## src/rtl/llc_bias_pkg.sv

```systemverilog
package llc_bias_pkg;

  typedef enum logic [1:0] {
    OP_HIT    = 2'd0,
    OP_FILL   = 2'd1,
    OP_INVAL  = 2'd2,
    OP_VICTIM = 2'd3
  } op_kind_e;

  // remote fraction at or above one half
  function automatic logic frac_at_high(input logic [31:0] rem, input logic [31:0] tot);
    return (rem * 32'd2) >= tot;
  endfunction

  // remote fraction at or below one tenth
  function automatic logic frac_at_low(input logic [31:0] rem, input logic [31:0] tot);
    return (rem * 32'd10) <= tot;
  endfunction

endpackage

```

## src/rtl/llc_lru_state.sv

```systemverilog
module llc_lru_state #(
  parameter int WAYS = 8,
  parameter int SETS = 16,
  localparam int WAY_W = $clog2(WAYS),
  localparam int SET_W = $clog2(SETS)
) (
  input  logic                        clk,
  input  logic                        rst_n,
  input  logic                        touch_en,
  input  logic [SET_W-1:0]            touch_set,
  input  logic [WAY_W-1:0]            touch_way,
  input  logic [SET_W-1:0]            rd_set,
  output logic [WAYS-1:0][WAY_W-1:0]  rd_age,
  output logic [WAYS-1:0]             lru_vec,
  output logic [WAY_W-1:0]            lru_way
);
  typedef logic [WAYS-1:0][WAY_W-1:0] age_row_t;

  age_row_t age_q [SETS];

  // age 0 is most recent; younger ways than the touched one age by one
  function automatic age_row_t touch_ages(input age_row_t a, input logic [WAY_W-1:0] w);
    age_row_t r;
    for (int i = 0; i < WAYS; i++)
      r[i] = (a[i] < a[w]) ? a[i] + WAY_W'(1) : a[i];
    r[w] = '0;
    return r;
  endfunction

  always_ff @(posedge clk or negedge rst_n) begin
    if (!rst_n) begin
      for (int s = 0; s < SETS; s++)
        for (int w = 0; w < WAYS; w++)
          age_q[s][w] <= WAY_W'(w);
    end else if (touch_en) begin
      age_q[touch_set] <= touch_ages(age_q[touch_set], touch_way);
    end
  end

  assign rd_age = age_q[rd_set];

  always_comb begin
    lru_way = '0;
    for (int w = 0; w < WAYS; w++) begin
      lru_vec[w] = (rd_age[w] == WAY_W'(WAYS - 1));
      if (lru_vec[w]) lru_way = WAY_W'(w);
    end
  end

endmodule

```

## src/rtl/llc_victim_pick.sv

```systemverilog
module llc_victim_pick #(
  parameter int WAYS    = 8,
  parameter int LOC_THR = 2,
  parameter int REM_THR = 4,
  parameter int CNT_W   = 3,
  localparam int WAY_W  = $clog2(WAYS)
) (
  input  logic                        bias_on,
  input  logic [WAYS-1:0][WAY_W-1:0]  ages,
  input  logic [WAYS-1:0]             shared,
  input  logic [WAYS-1:0]             home_rem,
  input  logic [CNT_W-1:0]            cnt_loc,
  input  logic [CNT_W-1:0]            cnt_rem,
  output logic [WAY_W-1:0]            pick_way,
  output logic [CNT_W-1:0]            cnt_loc_n,
  output logic [CNT_W-1:0]            cnt_rem_n
);
  function automatic logic [WAY_W-1:0] way_at_age(input logic [WAYS-1:0][WAY_W-1:0] a,
                                                  input int rank);
    logic [WAY_W-1:0] r;
    r = '0;
    for (int w = 0; w < WAYS; w++)
      if (a[w] == WAY_W'(rank)) r = WAY_W'(w);
    return r;
  endfunction

  logic             found;
  logic [WAY_W-1:0] cand;
  logic             below;

  always_comb begin
    cnt_loc_n = cnt_loc;
    cnt_rem_n = cnt_rem;
    found     = 1'b0;
    pick_way  = way_at_age(ages, WAYS - 1);   // fallback: oldest
    cand      = '0;
    below     = 1'b0;
    for (int r = WAYS - 1; r >= 0; r--) begin
      if (!found) begin
        cand  = way_at_age(ages, r);
        below = home_rem[cand] ? (cnt_rem_n < CNT_W'(REM_THR))
                               : (cnt_loc_n < CNT_W'(LOC_THR));
        if (bias_on && shared[cand] && below) begin
          if (home_rem[cand]) cnt_rem_n = cnt_rem_n + CNT_W'(1);
          else                cnt_loc_n = cnt_loc_n + CNT_W'(1);
        end else begin
          found    = 1'b1;
          pick_way = cand;
          if (bias_on && shared[cand]) begin
            if (home_rem[cand]) cnt_rem_n = '0;
            else                cnt_loc_n = '0;
          end
        end
      end
    end
  end

endmodule

```

## src/rtl/llc_bias_ctrl.sv

```systemverilog
module llc_bias_ctrl
  import llc_bias_pkg::*;
#(
  parameter int WINDOW = 1024,
  localparam int TOT_W = $clog2(WINDOW + 1)
) (
  input  logic clk,
  input  logic rst_n,
  input  logic miss_valid,
  input  logic miss_remote,
  output logic win_end,
  output logic bias_on
);
  logic [TOT_W-1:0] tot_q, rem_q, tot_n, rem_n;

  assign tot_n   = tot_q + TOT_W'(1);
  assign rem_n   = rem_q + TOT_W'(miss_remote);
  assign win_end = miss_valid && (tot_n == TOT_W'(WINDOW));

  always_ff @(posedge clk or negedge rst_n) begin
    if (!rst_n) begin
      tot_q   <= '0;
      rem_q   <= '0;
      bias_on <= 1'b0;
    end else if (win_end) begin
      tot_q <= '0;
      rem_q <= '0;
      if (frac_at_high(32'(rem_n), 32'(WINDOW)))     bias_on <= 1'b1;
      else if (frac_at_low(32'(rem_n), 32'(WINDOW))) bias_on <= 1'b0;
    end else if (miss_valid) begin
      tot_q <= tot_n;
      rem_q <= rem_n;
    end
  end

endmodule

```

## src/rtl/llc_bias_repl.sv

```systemverilog
module llc_bias_repl
  import llc_bias_pkg::*;
#(
  parameter int WAYS    = 8,
  parameter int SETS    = 16,
  parameter int LOC_THR = 2,
  parameter int REM_THR = 4,
  parameter int WINDOW  = 1024,
  localparam int WAY_W  = $clog2(WAYS),
  localparam int SET_W  = $clog2(SETS),
  localparam int MAX_T  = (LOC_THR > REM_THR) ? LOC_THR : REM_THR,
  localparam int CNT_W  = $clog2(MAX_T + 1)
) (
  input  logic             clk,
  input  logic             rst_n,
  input  logic             op_valid,
  input  logic [1:0]       op_kind,
  input  logic [SET_W-1:0] op_set,
  input  logic [WAY_W-1:0] op_way,
  input  logic             op_shared,
  input  logic             op_home_rem,
  input  logic             miss_valid,
  input  logic             miss_remote,
  output logic             vic_valid,
  output logic [WAY_W-1:0] vic_way,
  output logic             bias_on
);
  op_kind_e kind;
  logic     do_touch, do_fill, do_inval, do_victim;

  assign kind      = op_kind_e'(op_kind);
  assign do_fill   = op_valid && (kind == OP_FILL);
  assign do_inval  = op_valid && (kind == OP_INVAL);
  assign do_victim = op_valid && (kind == OP_VICTIM);
  assign do_touch  = op_valid && ((kind == OP_HIT) || (kind == OP_FILL));

  logic [WAYS-1:0]  shared_q   [SETS];
  logic [WAYS-1:0]  home_q     [SETS];
  logic [CNT_W-1:0] cnt_loc_q  [SETS];
  logic [CNT_W-1:0] cnt_rem_q  [SETS];

  logic [WAYS-1:0][WAY_W-1:0] rd_age;
  logic [WAYS-1:0]            lru_vec;
  logic [WAY_W-1:0]           lru_way;
  logic [WAY_W-1:0]           pick_way;
  logic [CNT_W-1:0]           pick_cl_n, pick_cr_n;
  logic                       win_end;

  llc_lru_state #(.WAYS(WAYS), .SETS(SETS)) u_lru (
    .clk(clk), .rst_n(rst_n),
    .touch_en(do_touch), .touch_set(op_set), .touch_way(op_way),
    .rd_set(op_set), .rd_age(rd_age), .lru_vec(lru_vec), .lru_way(lru_way)
  );

  llc_victim_pick #(.WAYS(WAYS), .LOC_THR(LOC_THR), .REM_THR(REM_THR), .CNT_W(CNT_W)) u_pick (
    .bias_on(bias_on), .ages(rd_age),
    .shared(shared_q[op_set]), .home_rem(home_q[op_set]),
    .cnt_loc(cnt_loc_q[op_set]), .cnt_rem(cnt_rem_q[op_set]),
    .pick_way(pick_way), .cnt_loc_n(pick_cl_n), .cnt_rem_n(pick_cr_n)
  );

  llc_bias_ctrl #(.WINDOW(WINDOW)) u_ctrl (
    .clk(clk), .rst_n(rst_n),
    .miss_valid(miss_valid), .miss_remote(miss_remote),
    .win_end(win_end), .bias_on(bias_on)
  );

  always_ff @(posedge clk or negedge rst_n) begin
    if (!rst_n) begin
      for (int s = 0; s < SETS; s++) begin
        shared_q[s]  <= '0;
        home_q[s]    <= '0;
        cnt_loc_q[s] <= '0;
        cnt_rem_q[s] <= '0;
      end
    end else begin
      if (do_fill) begin
        shared_q[op_set][op_way] <= op_shared;
        home_q[op_set][op_way]   <= op_home_rem;
      end
      if (do_inval) shared_q[op_set][op_way] <= 1'b0;
      if (do_victim) begin
        cnt_loc_q[op_set] <= pick_cl_n;
        cnt_rem_q[op_set] <= pick_cr_n;
      end
    end
  end

  always_ff @(posedge clk or negedge rst_n) begin
    if (!rst_n) begin
      vic_valid <= 1'b0;
      vic_way   <= '0;
    end else begin
      vic_valid <= do_victim;
      if (do_victim) vic_way <= pick_way;
    end
  end

endmodule

```

## config.mk

```make
export PLATFORM = sky130hd
export DESIGN_NAME = llc_bias_repl
export DESIGN_NICKNAME = d
export VERILOG_FILES = /design/src/rtl/llc_bias_pkg.sv /design/src/rtl/llc_lru_state.sv /design/src/rtl/llc_victim_pick.sv /design/src/rtl/llc_bias_ctrl.sv /design/src/rtl/llc_bias_repl.sv
export SDC_FILE = /design/constraint.sdc
export NUM_CORES = 2
export LEC_CHECK = 0
export BUFFER_PORTS_ARGS = -buffer_cell sky130_fd_sc_hd__buf_2
export CAP_MARGIN = 20
export CORE_ASPECT_RATIO = 0.7
export CORE_MARGIN = 2
export CORE_UTILIZATION = 49
export DETAILED_ROUTE_END_ITERATION = 10
export HOLD_SLACK_MARGIN = 0.08
export PLACE_DENSITY_LB_ADDON = 0.2
export SYNTH_ARGS = -nofsm -noshare
export SYNTH_HDL_FRONTEND = slang
export SYNTH_SLANG_ARGS = --single-unit
```

## constraint.sdc

```tcl
create_clock -name clk -period 10.21 [get_ports clk]
set_input_delay 1.5315 -clock clk [delete_from_list [all_inputs] [get_ports clk]]
set_output_delay 1.5315 -clock clk [all_outputs]
set_load 0.03 [all_outputs]
```

# == Word-level counts from Yosys, hierarchy flattened ==
# Index checks and enable logic that the tools add are counted.
# Widths: inputs -> output; s select.
# word_totals
word_cells,611
out_inout_bits,5
register_bits,763
inputBits,16
# classes
n_reduce_logical,35
mux,256
eq_ne,53
n_addsub,26
mul,1
order_cmp,38
n_bitwise,5
# ops
op,n
$mux 3,147
$bwmux 384,1
$bwmux 128,2
$mux 128,2
$and 128x128->128,1
$not 128->128,1
$bmux 24 s4,1
$bwmux 48,2
$demux 24 s4,1
$eq 3x3->1 const B,28
$add 3x1->3 const B,24
$mux 24,3
$bmux 8 s4,2
$bmux 1 s3,16
$mux 1,48
$mux 11,4
$eq 3x2->1 const B,14
$mux 8,5
$lt 3x4->1 const B,9
$demux 8 s4,1
$mux 2,15
$and 24x24->24,1
$bmux 3 s4,2
$lt 3x2->1 const B,8
other kinds (26),76

# == Longest topological paths before layout ==
# logic_depth
ltp_word,66
depth_mapped,62
ltp_nobuf,48

# == Cells and area by module ==
# A second synthesis with hierarchy kept.
# unflattened
hier_cells,4231
area_unflattened_um2,46462.1
# modules_own_cells
module,cells_each,n_inst,area_each_um2,seq_area_each_um2
llc_lru_state,1953,1,22145.0,9849.4
llc_bias_repl,1344,1,17345.4,8908.5
llc_victim_pick,693,1,4932.2,0.0
llc_bias_ctrl,241,1,2039.5,575.6

# == Least setup slack after synthesis ==
# Ideal clock, no wire load.
# synth_timing
kind,input -> register
start,input op_set[0]
end,register cnt_rem_q[22] (netlist bit)
n_path_buf,15
setup_time_ps,129
setup_slack_ps,-4391
required_time_ps,10081
stages,54
arrival_time_ps,14472
cell_sequence,buf_2 -> buf_6 -> buf_6 -> buf_6 -> buf_6 -> buf_4 -> buf_1 -> clkbuf_1 -> clkbuf_1 -> clkbuf_1 -> buf_1 -> mux4_2 -> mux4_2 -> ha_1 -> ha_1 -> clkbuf_1 -> a21oi_1 -> nand2_1 -> (+18 left out) -> nor2_1 -> o21ba_2 -> clkbuf_1 -> a211oi_1 -> a21boi_0 -> ha_1 -> nand2_1 -> nor3_1 -> a211oi_1 -> o21a_1 -> buf_4 -> a21o_1 -> a21boi_0 -> ha_1 -> and2_1 -> mux2i_1 -> buf_2 -> o21ai_0
# synth_between
elab_chain_len,53
word_cells_on_any_way,314
classes_between,add/sub: 15; order compare: 18; eq/ne: 49; mux: 207; bitwise: 1; reduce/logical: 24
# synth_lines
element,line_no,text
"start, declared",llc_bias_repl.sv:18,"input logic [SET_W-1:0] op_set,"
$not 4->5 (not written as such) *,n/a,
$bmux 24 s4,llc_lru_state.sv:40,assign rd_age = age_q[rd_set];
$mux 24 (not written as such) (2 in a row),llc_lru_state.sv:40,
$eq 3x3->1,llc_victim_pick.sv:23,if (a[w] == WAY_W'(rank)) r = WAY_W'(w);
$mux 1,llc_victim_pick.sv:23,
$mux 2,llc_victim_pick.sv:23,
$mux 3 (4 in a row),llc_victim_pick.sv:23,
$mux 3,n/a,
(+33 left out),n/a,
$mux 3,llc_victim_pick.sv:43,if (bias_on && shared[cand] && below) begin
$mux 3,llc_victim_pick.sv:39,if (!found) begin
$lt 3x2->1 / $lt 3x3->1 (equally long branches),"llc_victim_pick.sv:42, llc_victim_pick.sv:41",
$mux 1,llc_victim_pick.sv:41,below = home_rem[cand] ? (cnt_rem_n < CNT_W'(REM_THR))
$logic_and 1x1->1,llc_victim_pick.sv:43,
$mux 3,llc_victim_pick.sv:43,
$mux 3,llc_victim_pick.sv:39,
$bwmux 48 *,llc_bias_repl.sv:84,cnt_rem_q[op_set] <= pick_cr_n;
"end signal, assigned by index",llc_bias_repl.sv:84,
"end, declared",llc_bias_repl.sv:40,logic [CNT_W-1:0] cnt_rem_q [SETS];
# Mark *: on every way between the ends. The rest lies on a longest branch, timed or not. The select of a mux whose other input is x is not followed.
# A chain may end at the register's enable or synchronous reset.

# == Final worst setup path ==
# layout_timing
start,input op_set[0]
end,register cnt_loc_q[33] (netlist bit)
# layout_between
elab_chain_len,53
word_cells_on_any_way,314
classes_between,add/sub: 15; order compare: 18; eq/ne: 49; mux: 207; bitwise: 1; reduce/logical: 24
# layout_lines
element,line_no,text
$not 4->5 (not written as such) *,n/a,
$bmux 24 s4,llc_lru_state.sv:40,
$mux 24 (not written as such) (2 in a row),llc_lru_state.sv:40,
$eq 3x3->1,llc_victim_pick.sv:23,
$mux 1,llc_victim_pick.sv:23,
$mux 2,llc_victim_pick.sv:23,
$mux 3 (4 in a row),llc_victim_pick.sv:23,
$mux 3,n/a,
(+33 left out),n/a,
$mux 3,llc_victim_pick.sv:43,
$mux 3,llc_victim_pick.sv:39,
$lt 3x2->1 / $lt 3x3->1 (equally long branches),"llc_victim_pick.sv:42, llc_victim_pick.sv:41",
$mux 1,llc_victim_pick.sv:41,
$logic_and 1x1->1,llc_victim_pick.sv:43,
$mux 3,llc_victim_pick.sv:43,
$mux 3,llc_victim_pick.sv:39,
$bwmux 48 *,llc_bias_repl.sv:83,cnt_loc_q[op_set] <= pick_cl_n;
"end signal, assigned by index",llc_bias_repl.sv:83,
"end, declared",llc_bias_repl.sv:39,logic [CNT_W-1:0] cnt_loc_q [SETS];
# Marked as above.

==> results.py <==
metrics = {
    "power_and_ir_drop": {
        "irDropWorstVdd_uv": 134,
        "pwr_density_cell_mw_per_mm2": 193,
        "leakage_nw": 20.8,
        "power.switching_mw": 3.01,
        "swShare": 0.322,
        "pwr-share-comb": 0.272,
        "seq_power_share": 0.410,
        "cell_internal_pwr_mw": 6.34,
        "clock_power_share": 0.318,
    },
    "worst_setup_path": {
        "start_kind": "input pin",
        "crit_arrival_ns": 10.47,
        "critical_path.max_fanout": 8,
        "endpoint_kind": "flop",
        "worstPathRequired_ns": 10.70,
        "crit_type": "in2reg",
        "path_common_cell": "ha_4",
        "cp_slowest_stage_delay_ns": 0.55,
        "crit_slowest_cell": "mux4_2",
    },
    "clocking": {
        "numCtsBuffers": 76,
        "cts.path.max_buffers": 3,
        "htree_levels": 3,
        "clk_latency_ns": 0.67,
        "cts_num_sinks": 763,
        "cts_tree": "done",
        "clockRootBuffer": "clkbuf_16",
        "path_clk_slew_ns": 0.06,
    },
    "logic_synthesis": {
        "synth-seq-cells": 763,
        "syn-cell-area_mm2": 0.0409,
        "synth_top_family_by_area": "multiplexers",
        "synth_top_cell_area_share": 0.349,
        "synth_area_leader_cell": "dfrtp_1",
        "synth-simple-area-share": 0.113,
        "synthTopCellsByArea": "dfrtp_1 35%, dfstp_2 12%, mux4_2 10%",
        "synth_edf_count": 0,
        "synth_ff_type": "dfrtp_1",
        "synth_nets": 3923,
        "synth.mux.area_fraction": 0.174,
        "ys.warnings.count": 0,
        "ys_seq_area_frac": 0.473,
        "syn_area_per_cell_um2": 10.8,
        "synthCells": 3793,
        "async_flop_share": 1.00,
        "synth_cell_types": 108,
        "synth_compound_area_frac": 0.163,
        "synth_xor_area_frac": 0.00621,
        "synth_fa_ha_area_frac": 0.0351,
    },
    "sta": {
        "slew_viol_final": 0,
        "rsz0062_at_grt": "yes",
        "fin_crit_ns": 9.97,
        "hold_viol_final": 0,
        "relSlewSlack": 0.277,
        "final-setup-viol-count": 0,
        "max_freq_ghz": 0.100,
        "fin_ws_ns": 0.236,
        "timing.final.crit_share": 0.977,
        "skew_ns": 0.0433,
        "tightestPinTransition_ns": 1.08,
    },
    "finish": {
        "most-common-layout-cells": "638 x nand2_1, 571 x dfrtp_1, 442 x o21ai_0, 399 x buf_4, 216 x nor2_1",
        "nNetsFinal": 4193,
        "layout_commonest_cell": "nand2_1",
        "stdcell_count": 5205,
        "final_util": 0.586,
        "design_area_mm2": 0.0484,
        "synthToLayoutAreaGrowth_pct": 18.3,
        "fillers": 6899,
        "layout-drive-gt1-share": 0.321,
    },
    "grt": {
        "grt_max_degree": 141,
        "grt.overflow.total": 0,
        "grt_antenna_before_repair": 2,
        "grt_usage": 0.289,
        "grt_pass1_vias": 30714,
        "grt_pass1_wl_um": 190000,
    },
    "placed_design": {
        "placedCellCount": 5025,
        "portBuffers": 20,
        "dp_hpwl_um": 82100,
        "place_ws_ns": -0.838,
        "routabilityCongestion": 0.967,
        "post_dp_cell_area_mm2": 0.0449,
    },
    "job": {
        "cap_violations": 0,
    },
    "outcome": {
        "run_status": "completed",
    },
    "floorplanning": {
        "die_y_um": 246,
        "coreArea_mm2": 0.0826,
        "die_area_mm2": 0.0858,
        "initial_core_util": 0.495,
        "die_w_um": 349,
        "rows": 88,
        "num_io_pins": 21,
    },
    "detailed_routing": {
        "drcViolationCount": 0,
        "vias": 31617,
        "drt-pass1-iter-count": 6,
        "ant_nets": 0,
        "dr.first_iter.drc_count": 2936,
        "viasPerCell": 6.07,
        "routedWlPerCell_um": 23.8,
        "wirelength_um": 124000,
    },
    "min_path": {
        "worstHoldPathType": "reg2reg",
    },
}
[metal layers]
| metal | GRT usage | part of all wire | up-vias |
|---|---|---|---|
| li1 | - | - | 14346 |
| met1 | 0.463 | 0.48 | 15998 |
| met2 | 0.403 | 0.42 | 1120 |
| met3 | 0.0570 | 0.086 | 151 |
| met4 | 0.0615 | 0.019 | 2 |
| met5 | 0 | 0.000081 | - |
[state kept, by name, indices dropped and copies added (netlist names), 3 cells and up]
name	flops
u_lru.age_q	384
home_q	128
shared_q	128
cnt_loc_q	48
cnt_rem_q	48
u_ctrl.rem_q	11
u_ctrl.tot_q	11
vic_way	3
[timing repair]
| action | 4_1_cts | 5_1_grt |
|---|---|---|
| hold buffers | 0 | 0 |
| pin swaps | 3 | 55 |
| gates cloned | 2 | 7 |
| endpoints found under the setup margin | 91 | 99 |
| gates resized for setup | 12 | 80 |
| buffers inserted | 1 | 28 |
[layout make-up]
type / instances / area, um^2 / area share
Inverter: 69 / 260 / 0.00538
Multi-Input combinational cell: 2690 / 20800 / 0.429
Timing Repair Buffer: 463 / 4030 / 0.0833
Clock buffer: 104 / 2190 / 0.0452
Antenna cell: 1 / 2.50 / 0.0000517
Sequential cell: 763 / 19300 / 0.400
Clock inverter: 35 / 464 / 0.00959
Tap cell: 1080 / 1350 / 0.0279
[synthesized netlist by cell type, types with 24 or more instances]
cell and number:
nand3_1 72, clkbuf_1 194, mux4_2 189, inv_1 58, o21ai_0 478, dfrtp_1 571, o31ai_1 26, nor2_1 224
nand2_1 640, o22a_1 133, a21oi_1 48, mux2i_1 92, o21ai_1 62, mux2_2 162, ha_1 113, a22oi_1 35
dfstp_2 192, nand2b_1 24
[worst paths after layout]
kind,endpoint,cells after the start,start,slack [ns]
min in group asynchronous,cnt_rem_q[36],1,rst_n,0.90
worst max-delay path,cnt_loc_q[33],44,op_set[0],0.24
worst max register to register,cnt_loc_q[33],42,u_lru.age_q[292],1.03
worst min-delay path,u_lru.age_q[1],2,u_lru.age_q[1],0.47
max in group asynchronous,u_lru.age_q[157],3,rst_n,7.19
worst min register to register,u_lru.age_q[1],2,u_lru.age_q[1],0.47
[power by group through the flow]
stage	Sequential [mW]	Combinational (mW)	Clock (mW)
3_3_place_gp	3.86	2.37	0
3_5_place_dp	3.87	2.42	0
4_1_cts	3.83	2.44	3.02
2_1_floorplan	3.79	1.58	0
5_1_grt	3.89	2.79	3.16
6_report	3.84	2.54	2.97
[critical path: cells and delay by family]
family          cells  cell delay [ns]
buf+inv             7             1.07
fa+ha+maj           7             1.56
simple gates        7             1.30
mux                 5             1.59
compound gates     18             3.37
[kinds of logic (layout without fill, tap and decap cells)]
group | count (synthesis) | after routing
AND/OR/NAND/NOR | 1084 | 1084
AO/OA/AOI/OAI | 1012 | 1012
flip-flops | 763 | 763
multiplexers | 451 | 451
buffers and inverters | 340 | 671
adder cells (fa/ha/maj) | 114 | 114
XOR/XNOR | 29 | 29
other | 0 | 1
[metrics by stage]
step | power, mW | hold WS, ns | setup TNS (ns)
floorplan | 5.37 | 0.443 | -137.96
global placement | 6.23 | 0.456 | -54.44
detailed placement | 6.29 | 0.464 | -71.22
CTS | 9.29 | 0.478 | 0
global route | 9.83 | 0.493 | -0.366
finish | 9.35 | 0.472 | 0
(Power assumes the default switching activity.)
